### src/rtl/msg_disp_pkg.sv
package msg_disp_pkg;

    localparam int INT_LINES = 4;
    localparam int SLOT_VAL_W = 8;
    localparam int SLOT_SCL_W = 2;

    typedef enum logic [3:0] {
        ACT_NONE,
        ACT_INT_SET,
        ACT_INT_CLR,
        ACT_ERR_COR,
        ACT_ERR_NF,
        ACT_ERR_FAT,
        ACT_LTR,
        ACT_SLOT,
        ACT_NAK,
        ACT_PME_AUTO,
        ACT_UR
    } act_e;

    typedef enum logic [1:0] {
        SK_EMPTY,
        SK_ONE,
        SK_FULL
    } skid_state_e;

    typedef enum logic [1:0] {
        T_IDLE,
        T_COUNT,
        T_ISSUE
    } timer_state_e;

endpackage

### src/rtl/msg_classify.sv
module msg_classify
    import msg_disp_pkg::*;
#(
    parameter int DLY_W = 16
) (
    input  logic [7:0]       code,
    input  logic             is_rp,
    input  logic [1:0]       obff_en,
    input  logic             all_non_d0,
    input  logic [DLY_W-1:0] delay,
    output act_e             act,
    output logic             fwd
);

    logic obff_ok;
    logic auto_ok;

    assign obff_ok = (obff_en == 2'b01) || (obff_en == 2'b10);
    assign auto_ok = all_non_d0 && (delay != '0);

    always_comb begin
        act = ACT_NONE;
        fwd = 1'b0;
        unique casez (code)
            8'h00, 8'h01, 8'h02, 8'h04, 8'h05,
            8'h18, 8'h1B, 8'h7E, 8'h7F: fwd = 1'b1;
            8'h14: begin
                act = ACT_NAK;
                fwd = 1'b1;
            end
            8'h10: act = ACT_LTR;
            8'b0010_00??: act = is_rp ? ACT_INT_SET : ACT_NONE;
            8'b0010_01??: act = is_rp ? ACT_INT_CLR : ACT_NONE;
            8'h30: act = is_rp ? ACT_ERR_COR : ACT_NONE;
            8'h31: act = is_rp ? ACT_ERR_NF  : ACT_NONE;
            8'h33: act = is_rp ? ACT_ERR_FAT : ACT_NONE;
            8'h50: act = is_rp ? ACT_NONE : ACT_SLOT;
            8'h12: begin
                if (!is_rp) begin
                    if (obff_ok) fwd = 1'b1;
                    else         act = ACT_UR;
                end
            end
            8'h19: begin
                if (!is_rp) begin
                    if (auto_ok) act = ACT_PME_AUTO;
                    else         fwd = 1'b1;
                end
            end
            default: begin
                act = ACT_NONE;
                fwd = 1'b0;
            end
        endcase
    end

endmodule

### src/rtl/msg_side_fx.sv
module msg_side_fx
    import msg_disp_pkg::*;
#(
    parameter int LTR_W = 16
) (
    input  logic                   clk,
    input  logic                   rst,
    input  logic                   act_v,
    input  act_e                   act,
    input  logic [1:0]             line,
    input  logic [LTR_W-1:0]       data,
    input  logic [LTR_W-1:0]       l12_thresh,
    output logic [INT_LINES-1:0]   intx,
    output logic                   err_cor,
    output logic                   err_nf,
    output logic                   err_fat,
    output logic                   nak,
    output logic                   ur,
    output logic [SLOT_SCL_W-1:0]  slot_scale,
    output logic [SLOT_VAL_W-1:0]  slot_value,
    output logic [LTR_W-1:0]       ltr_val,
    output logic                   l12_allow
);

    localparam int SCL_LO = SLOT_VAL_W;
    localparam int SCL_HI = SLOT_VAL_W + SLOT_SCL_W - 1;

    logic ltr_seen;

    // One level register per interrupt line.
    for (genvar g = 0; g < INT_LINES; g++) begin : g_intx
        always_ff @(posedge clk) begin
            if (rst) begin
                intx[g] <= 1'b0;
            end else if (act_v && (int'(line) == g)) begin
                if (act == ACT_INT_SET)      intx[g] <= 1'b1;
                else if (act == ACT_INT_CLR) intx[g] <= 1'b0;
            end
        end
    end

    always_ff @(posedge clk) begin
        if (rst) begin
            err_cor <= 1'b0;
            err_nf  <= 1'b0;
            err_fat <= 1'b0;
            nak     <= 1'b0;
            ur      <= 1'b0;
        end else begin
            err_cor <= act_v && (act == ACT_ERR_COR);
            err_nf  <= act_v && (act == ACT_ERR_NF);
            err_fat <= act_v && (act == ACT_ERR_FAT);
            nak     <= act_v && (act == ACT_NAK);
            ur      <= act_v && (act == ACT_UR);
        end
    end

    always_ff @(posedge clk) begin
        if (rst) begin
            slot_scale <= '0;
            slot_value <= '0;
            ltr_val    <= '0;
            ltr_seen   <= 1'b0;
        end else if (act_v) begin
            if (act == ACT_SLOT) begin
                slot_value <= data[SLOT_VAL_W-1:0];
                slot_scale <= data[SCL_HI:SCL_LO];
            end
            if (act == ACT_LTR) begin
                ltr_val  <= data;
                ltr_seen <= 1'b1;
            end
        end
    end

    assign l12_allow = ltr_seen && (ltr_val >= l12_thresh);

    // only one message per cycle, so at most one error pulse
    p_err_exclusive_r2: assert property (@(posedge clk) disable iff (rst)
        $onehot0({err_cor, err_nf, err_fat}));

    // levels move only after an accepted INTx message
    p_intx_quiet_r1: assert property (@(posedge clk) disable iff (rst)
        !(act_v && (act == ACT_INT_SET || act == ACT_INT_CLR)) |=> $stable(intx));

endmodule

### src/rtl/pme_ack_timer.sv
module pme_ack_timer
    import msg_disp_pkg::*;
#(
    parameter int DLY_W = 16
) (
    input  logic             clk,
    input  logic             rst,
    input  logic             start,
    input  logic [DLY_W-1:0] delay,
    output logic             ack_req
);

    timer_state_e state, state_nx;
    logic [DLY_W-1:0] cnt, cnt_nx;

    always_comb begin
        state_nx = state;
        cnt_nx   = cnt;
        unique case (state)
            T_IDLE:  ;
            T_COUNT: begin
                if (cnt <= 1) state_nx = T_ISSUE;
                else          cnt_nx   = cnt - 1'b1;
            end
            T_ISSUE: state_nx = T_IDLE;
            default: state_nx = T_IDLE;
        endcase
        if (start) begin
            state_nx = T_COUNT;
            cnt_nx   = delay;
        end
    end

    always_ff @(posedge clk) begin
        if (rst) begin
            state <= T_IDLE;
            cnt   <= '0;
        end else begin
            state <= state_nx;
            cnt   <= cnt_nx;
        end
    end

    always_comb begin
        ack_req = (state == T_ISSUE);
    end

    // a request lasts one cycle
    p_ack_single_r5: assert property (@(posedge clk) disable iff (rst)
        ack_req |=> !ack_req);

    // a fresh start always returns to counting
    p_restart_counts_r7: assert property (@(posedge clk) disable iff (rst)
        start |=> (state == T_COUNT));

endmodule

### src/rtl/fwd_skid.sv
module fwd_skid
    import msg_disp_pkg::*;
#(
    parameter int MSG_W = 43
) (
    input  logic             clk,
    input  logic             rst,
    input  logic             push,
    input  logic [MSG_W-1:0] push_msg,
    output logic             can_take,
    output logic             out_valid,
    input  logic             out_ready,
    output logic [MSG_W-1:0] out_msg
);

    skid_state_e state, state_nx;
    logic [MSG_W-1:0] head_q, spare_q;
    logic pop;

    assign pop = out_valid && out_ready;

    always_comb begin
        state_nx = state;
        unique case (state)
            SK_EMPTY: if (push) state_nx = SK_ONE;
            SK_ONE: begin
                if (push && !pop)      state_nx = SK_FULL;
                else if (!push && pop) state_nx = SK_EMPTY;
            end
            SK_FULL:  if (pop) state_nx = SK_ONE;
            default:  state_nx = SK_EMPTY;
        endcase
    end

    always_ff @(posedge clk) begin
        if (rst) state <= SK_EMPTY;
        else     state <= state_nx;
    end

    always_ff @(posedge clk) begin
        if (rst) begin
            head_q  <= '0;
            spare_q <= '0;
        end else begin
            unique case (state)
                SK_EMPTY: if (push) head_q <= push_msg;
                SK_ONE: begin
                    if (push && pop)  head_q  <= push_msg;
                    else if (push)    spare_q <= push_msg;
                end
                SK_FULL:  if (pop) head_q <= spare_q;
                default:  ;
            endcase
        end
    end

    always_comb begin
        out_valid = (state != SK_EMPTY);
        out_msg   = head_q;
        can_take  = (state != SK_FULL);
    end

    // a stalled head stays put
    p_hold_r13: assert property (@(posedge clk) disable iff (rst)
        (out_valid && !out_ready) |=> (out_valid && $stable(out_msg)));

    // no push is offered while both places are taken
    p_no_overflow_r13: assert property (@(posedge clk) disable iff (rst)
        (state == SK_FULL) |-> !push);

endmodule

### src/rtl/pcie_msg_dispatch.sv
module pcie_msg_dispatch
    import msg_disp_pkg::*;
#(
    parameter int DATA_W = 32,
    parameter int LTR_W  = 16,
    parameter int DLY_W  = 16
) (
    input  logic                 clk,
    input  logic                 rst,
    input  logic                 port_is_rp,
    input  logic [1:0]           obff_enable,
    input  logic                 all_fn_non_d0,
    input  logic [DLY_W-1:0]     ack_delay,
    input  logic [LTR_W-1:0]     l12_threshold,
    input  logic                 in_valid,
    output logic                 in_ready,
    input  logic [7:0]           in_code,
    input  logic [2:0]           in_route,
    input  logic [DATA_W-1:0]    in_data,
    output logic                 fwd_valid,
    input  logic                 fwd_ready,
    output logic [7:0]           fwd_code,
    output logic [2:0]           fwd_route,
    output logic [DATA_W-1:0]    fwd_data,
    output logic [3:0]           intx_level,
    output logic                 err_corr_pulse,
    output logic                 err_nonfatal_pulse,
    output logic                 err_fatal_pulse,
    output logic                 aspm_nak_pulse,
    output logic                 ur_pulse,
    output logic                 pme_ack_req,
    output logic [1:0]           slot_pwr_scale,
    output logic [7:0]           slot_pwr_value,
    output logic [LTR_W-1:0]     ltr_value,
    output logic                 l12_allow
);

    localparam int MSG_W = 8 + 3 + DATA_W;

    act_e act;
    logic fwd_sel;
    logic accept;
    logic push;
    logic [MSG_W-1:0] out_msg;

    assign accept = in_valid && in_ready;
    assign push   = accept && fwd_sel;

    msg_classify #(.DLY_W(DLY_W)) u_classify (
        .code       (in_code),
        .is_rp      (port_is_rp),
        .obff_en    (obff_enable),
        .all_non_d0 (all_fn_non_d0),
        .delay      (ack_delay),
        .act        (act),
        .fwd        (fwd_sel)
    );

    msg_side_fx #(.LTR_W(LTR_W)) u_side_fx (
        .clk        (clk),
        .rst        (rst),
        .act_v      (accept),
        .act        (act),
        .line       (in_code[1:0]),
        .data       (in_data[LTR_W-1:0]),
        .l12_thresh (l12_threshold),
        .intx       (intx_level),
        .err_cor    (err_corr_pulse),
        .err_nf     (err_nonfatal_pulse),
        .err_fat    (err_fatal_pulse),
        .nak        (aspm_nak_pulse),
        .ur         (ur_pulse),
        .slot_scale (slot_pwr_scale),
        .slot_value (slot_pwr_value),
        .ltr_val    (ltr_value),
        .l12_allow  (l12_allow)
    );

    pme_ack_timer #(.DLY_W(DLY_W)) u_timer (
        .clk     (clk),
        .rst     (rst),
        .start   (accept && (act == ACT_PME_AUTO)),
        .delay   (ack_delay),
        .ack_req (pme_ack_req)
    );

    fwd_skid #(.MSG_W(MSG_W)) u_skid (
        .clk       (clk),
        .rst       (rst),
        .push      (push),
        .push_msg  ({in_code, in_route, in_data}),
        .can_take  (in_ready),
        .out_valid (fwd_valid),
        .out_ready (fwd_ready),
        .out_msg   (out_msg)
    );

    assign {fwd_code, fwd_route, fwd_data} = out_msg;

    // a refused OBFF is never also forwarded
    p_ur_no_fwd_r4: assert property (@(posedge clk) disable iff (rst)
        ur_pulse |-> !$past(push));

    // reset leaves every level low
    p_reset_clear_r14: assert property (@(posedge clk)
        $past(rst) |-> (intx_level == '0 && !pme_ack_req && !fwd_valid));

endmodule

### config.mk
export PLATFORM = sky130hd
export DESIGN_NAME = pcie_msg_dispatch
export DESIGN_NICKNAME = d
export VERILOG_FILES = /design/src/rtl/msg_disp_pkg.sv /design/src/rtl/msg_classify.sv /design/src/rtl/msg_side_fx.sv /design/src/rtl/pme_ack_timer.sv /design/src/rtl/fwd_skid.sv /design/src/rtl/pcie_msg_dispatch.sv
export SDC_FILE = /design/constraint.sdc
export NUM_CORES = 1
export LEC_CHECK = 0
export ABC_AREA = 1
export CORE_MARGIN = 2
export CORE_UTILIZATION = 42
export DETAILED_ROUTE_END_ITERATION = 10
export DONT_BUFFER_PORTS = 1
export SETUP_SLACK_MARGIN = 0.4
export SLEW_MARGIN = 20
export SYNTH_ARGS = -nofsm -noshare
export SYNTH_HDL_FRONTEND = slang
export SYNTH_SLANG_ARGS = --single-unit
### constraint.sdc
create_clock -name clk -period 5.4 [get_ports clk]
set_clock_uncertainty 0.05 [all_clocks]
set_input_delay 1.08 -clock clk [delete_from_list [all_inputs] [get_ports clk]]
set_output_delay 1.08 -clock clk [all_outputs]
set_load 0.03 [all_outputs]
Yosys cells after proc, flatten, opt, wreduce, memory -nomap -nowiden --
Cells that the tools add are included.
Word-level totals: word-level logic and storage cells 147, bits of input ports 83, output and inout port bits 82, flip-flop bits (word level) 142
Cells by class: equal/unequal tests 46, reduce and logical (&&, ||, !) cells 44, $add $sub $neg 1, bitwise gates (word level) 2, mux-type cells 33, $lt $le $gt $ge 2
Operators with widths (number):
- two-way mux 43 bit | 3
- one-hot mux 43 bit (3 select lines) | 1
- equality test 8 x 5 -> 1 bit, second input constant | 6
- two-way mux 16 bit | 3
- one-hot mux 4 bit (10 select lines) | 1
- equality test 8 x 6 -> 1 bit, second input constant | 3
- equality test 8 x 7 -> 1 bit, second input constant | 3
- logical AND 1 bit | 18
- AND reduction 2 bit | 9
- equality test 4 x 3 -> 1 bit, second input constant | 4
- equality test 8 x 3 -> 1 bit, second input constant | 2
- >= comparator 16 bit | 1
- less-or-equal comparator 16 x 1 -> 1 bit, second input constant | 1
- two-way mux 4 bit | 4
- nonzero test 16 bit | 1
- subtractor 16 x 1 -> 16 bit, second input constant | 1
- two-way mux 2 bit | 7
- equality test 4 bit, second input constant | 3
- equality test 6 x 4 -> 1 bit, second input constant | 2
- inequality test 2 x 1 -> 1 bit, second input constant | 6
- equality test 2 bit, second input constant | 5
- OR reduction 10 bit | 1
- two-way mux 3 bit | 3
- equality test 2 x 1 -> 1 bit, second input constant | 4
- other kinds (20) | 36

Logic depth before layout (Yosys ltp) --
depth in word-level cells 11, mapped depth 16, gate-level depth less buffers 15

By module --
Synthesis repeated with hierarchy kept, for this count alone.
Unflattened totals: cells, all modules 1129, area, all modules 7369.6 um2
By module, submodules not included:
- fwd_skid | instances 1, cells an instance 577, area an instance 3851.2 um2, seq. area each 1761.7 um2
- msg_side_fx | instances 1, cells an instance 236, area an instance 1761.7 um2, seq. area each 720.7 um2
- pme_ack_timer | instances 1, cells an instance 203, area an instance 1268.7 um2, seq. area each 360.3 um2
- msg_classify | instances 1, cells an instance 104, area an instance 451.7 um2, seq. area each 0.0 um2
- pcie_msg_dispatch | instances 1, cells an instance 9, area an instance 36.3 um2, seq. area each 0.0 um2

Least setup slack after synthesis --
OpenSTA, ideal clock, no wires.
path kind input to output, start point input port l12_threshold[15], end point output port l12_allow, path buffers 0, required time 4270 ps, data arrival time 2128 ps, stages on the path 10, slack 2142 ps, cell sequence inv_1 > ha_1 > nand2_1 > inv_1 > nand3_1 > nor3_1 > nand3_1 > nand3_1 > nand2_1 > inv_1
Between the ends: longest elaborated chain between the ends 2
RTL lines:
- start: declaration | RTL line pcie_msg_dispatch.sv:14 | input logic [LTR_W-1:0] l12_threshold,
- >= comparator 16 bit | RTL line msg_side_fx.sv:76 | assign l12_allow = ltr_seen && (ltr_val >= l12_thresh);
- logical AND 1 bit | RTL line msg_side_fx.sv:76
- end: declaration | RTL line pcie_msg_dispatch.sv:35 | output logic l12_allow
No other way between the ends.

Final worst setup path --
Same ends and word-level chain as after synthesis.

==> metrics.txt <==
status=finished clean; cells along the critical path=inv_1, ha_1, nand2_1, inv_1, nand3_1, nor3_1, nand3_1, nand3_1, nand2_1, inv_1; Mapped Nets=1217; hold_sp=u_skid.spare_q[42]; initial core utilization=between 40% and 50%; Clock Pin Slew Worst Setup and Hold Paths=around 0.06 ns; WHS Endpoint=u_skid.spare_q[42]; Die X=135 µm; Synth area leaders=dfxtp_1 39%, nand2_1 22%, nor2_1 7.3%; DRC=0; Post-Route WL=between 15000 and 20000 µm; Slowest-stage cell, CP=ha_1; worst vdd ir=210 µV; total CTS buffers=17; Slew @ Worst Pin=0.904 ns; top cell type's share of synthesized area=39.3%; Core Region=0.0167 mm²; max-slew violations=0; number of port buffers=0; # rows=47; initial antenna violation count=0; hold path depth=2; Synth warnings=0; HPWL after DPL=12100 µm; Post-Layout Cell Count=between 1000 and 1500; worst setup margin=1.95 ns; overall global routing resource usage=approximately a fifth; synthesized cell area=0.00723 mm²; RSZ-0062 raised after global routing=no; first-pass GRT wire length=29800 µm; Die ar.=0.0183 mm²; Placement Cell Area=about 0.0072 mm²; cell area power density=286 mW/mm²; final hold vios=0; DR WL/cell=approximately 14 µm; fmax=between 0.2 and 0.3 GHz; IO Pins=165; largest net degree at the start of global routing=96; Area Growth Syn to Fin=7.44%; routed vias=6426; Hold Path Class=flip-flop to flip-flop; Worst EP required=around 4.3 ns; area leader, netlist=dfxtp_1; min cycle time layout=~3.5 ns; Inst Count DP=1286; Sink Count=142; count leader, synth=nand2_1; fraction of layout cells with a size suffix above 1=approximately 5.4%; Worst R2R End=u_skid.spare_q[8]; Place WS=1.92 ns; Die Y-Extent=135 µm; R2R setup slack=2.23 ns; startpoint types=primary input; H-tree lvl count=4; post-CTS sizing=0; DR iter-0 viols=370; Max clock buf depth=2; Final setup viols=0; Top FF cell, synth=dfxtp_1; Synth Instances=1116; Setup CP Type=primary input to output port; synth cell count leaders=431 x nand2_1, 142 x dfxtp_1, 141 x nor2_1, 98 x a21oi_1, 87 x inv_1; Vias/cell=between 4 and 5; FILL cells=1802; LEAKAGE=3.49 nW; postcts setup bufs=0; multi-input logic area=0.00369 mm²; Power, Total=0.00222 W; Netlist cell types=34; WP data arrival=2.32 ns; Crit Path Max Fanout=2; Ant. Diodes=0; Setup Total Neg Slack=0 ns; fin area=0.00776 mm²; Final Wtd Congestion=0.894; hold-fix buffers at CTS=0; Max-slew headroom=39.6%; DR pass1 iterations=6; #FFs+latches synth=142; grt total ovfl=0; post-synthesis area per instance=6.48 µm²; ys async rst share=0%; CTS tree=yes; register area=0.00284 mm²; crit-path max cell delay=0.28 ns; sequential area share after synthesis=39.3%; ANT nets after route=0; Final Net Count=1187; Skew-Pair Late Insertion Delay=0.41 ns; RR Startpoint=u_skid.state[1]; CP Capture Type=output port; period utilization=64.0%; max_cap viols=0; EDFF count, synth=0; vias in the first global route=5869; clk root buf=clkbuf_16; FF-to-FF path depth=10
worst max-delay path: cells and delay by family:
family	cells	cell delay [ns]
AND/OR/NAND/NOR	6	0.67
buffers and inverters	3	0.29
adder cells (fa/ha/maj)	1	0.28
worst max path at each step:
stage / from / end / slack [ns] / cells after the start
final: l12_threshold[15] / l12_allow / 1.95 / 10
after global routing: l12_threshold[15] / l12_allow / 1.82 / 10
after CTS: l12_threshold[15] / l12_allow / 1.91 / 10
after detailed placement: l12_threshold[15] / l12_allow / 1.92 / 10
after global placement: ack_delay[0] / u_skid.spare_q[18] / 1.93 / 12
after floorplan: l12_threshold[15] / l12_allow / 2.14 / 10
state kept, by name, summed over array words and instances, names as in the netlist, 2 cells and up:
signal	flops
u_skid.spare_q	43
u_side_fx.slot_scale	2
u_skid.out_msg	43
u_skid.state	2
u_timer.cnt	16
u_side_fx.ltr_val	16
u_side_fx.intx	4
u_side_fx.slot_value	8
u_timer.state	2
where the power goes:
group | internal [W] | switching (W) | total, W
sequential | 0.00105 | 0.0000187 | 0.00107
clock | 0.000621 | 0.000453 | 0.00107
combinational | 0.0000253 | 0.0000523 | 0.0000776
total | 0.00170 | 0.000524 | 0.00222
per-layer routing:
layer	vias to the layer above	track usage, %	share of wire [%]	wire length (µm)
li1	3404	-	-	-
met1	2849	26.2	45	8280
met2	163	32.9	47	8540
met3	10	6.62	7.2	1310
met4	0	4.34	0.81	148
met5	-	0	0	0
logic make-up (layout without fill, tap and decap cells):
logic type	count (synthesis)	count (layout)	share of synthesized area (%)
AO/OA/AOI/OAI	119	119	8.34
XOR/XNOR	15	15	1.82
adder cells (fa/ha/maj)	18	18	3.12
buffers and inverters	150	133	9.68
flip-flops	142	142	39.3
AND/OR/NAND/NOR	672	672	37.7
cells in the final DEF, fill, tap and decap left out, types with 4 or more instances in the layout:
cell type,count
ha_1,18
nand4_1,4
nand2_1,431
dfxtp_1,142
xnor2_1,10
nand3_1,65
nor2_2,4
a21oi_1,98
xor2_1,5
nor2_1,140
clkbuf_16,17
clkinv_2,5
inv_1,87
o21ai_0,15
nor3_1,10
inv_2,8
through the flow:
| stage | utilization (%) | hold WS (ns) |
|---|---|---|
| finish | 46.5 | 0.391 |
| global route | 46.5 | 0.416 |
| CTS | 46.3 | 0.393 |
| detailed placement | 43.1 | 0.382 |
| global placement | 43.1 | 0.376 |
| floorplan | - | 0.367 |
cell type report:
cell class              instances  share of cell area, %
well taps                     220                   3.54
clock buffers                  22                   6.11
multi-input cells             824                   47.6
repair buffers                  3                  0.548
clock inverters                10                  0.838
flip-flops and latches        142                   36.6
inverters                      98                   4.80
Note: power is estimated with default switching activity, not from simulation.
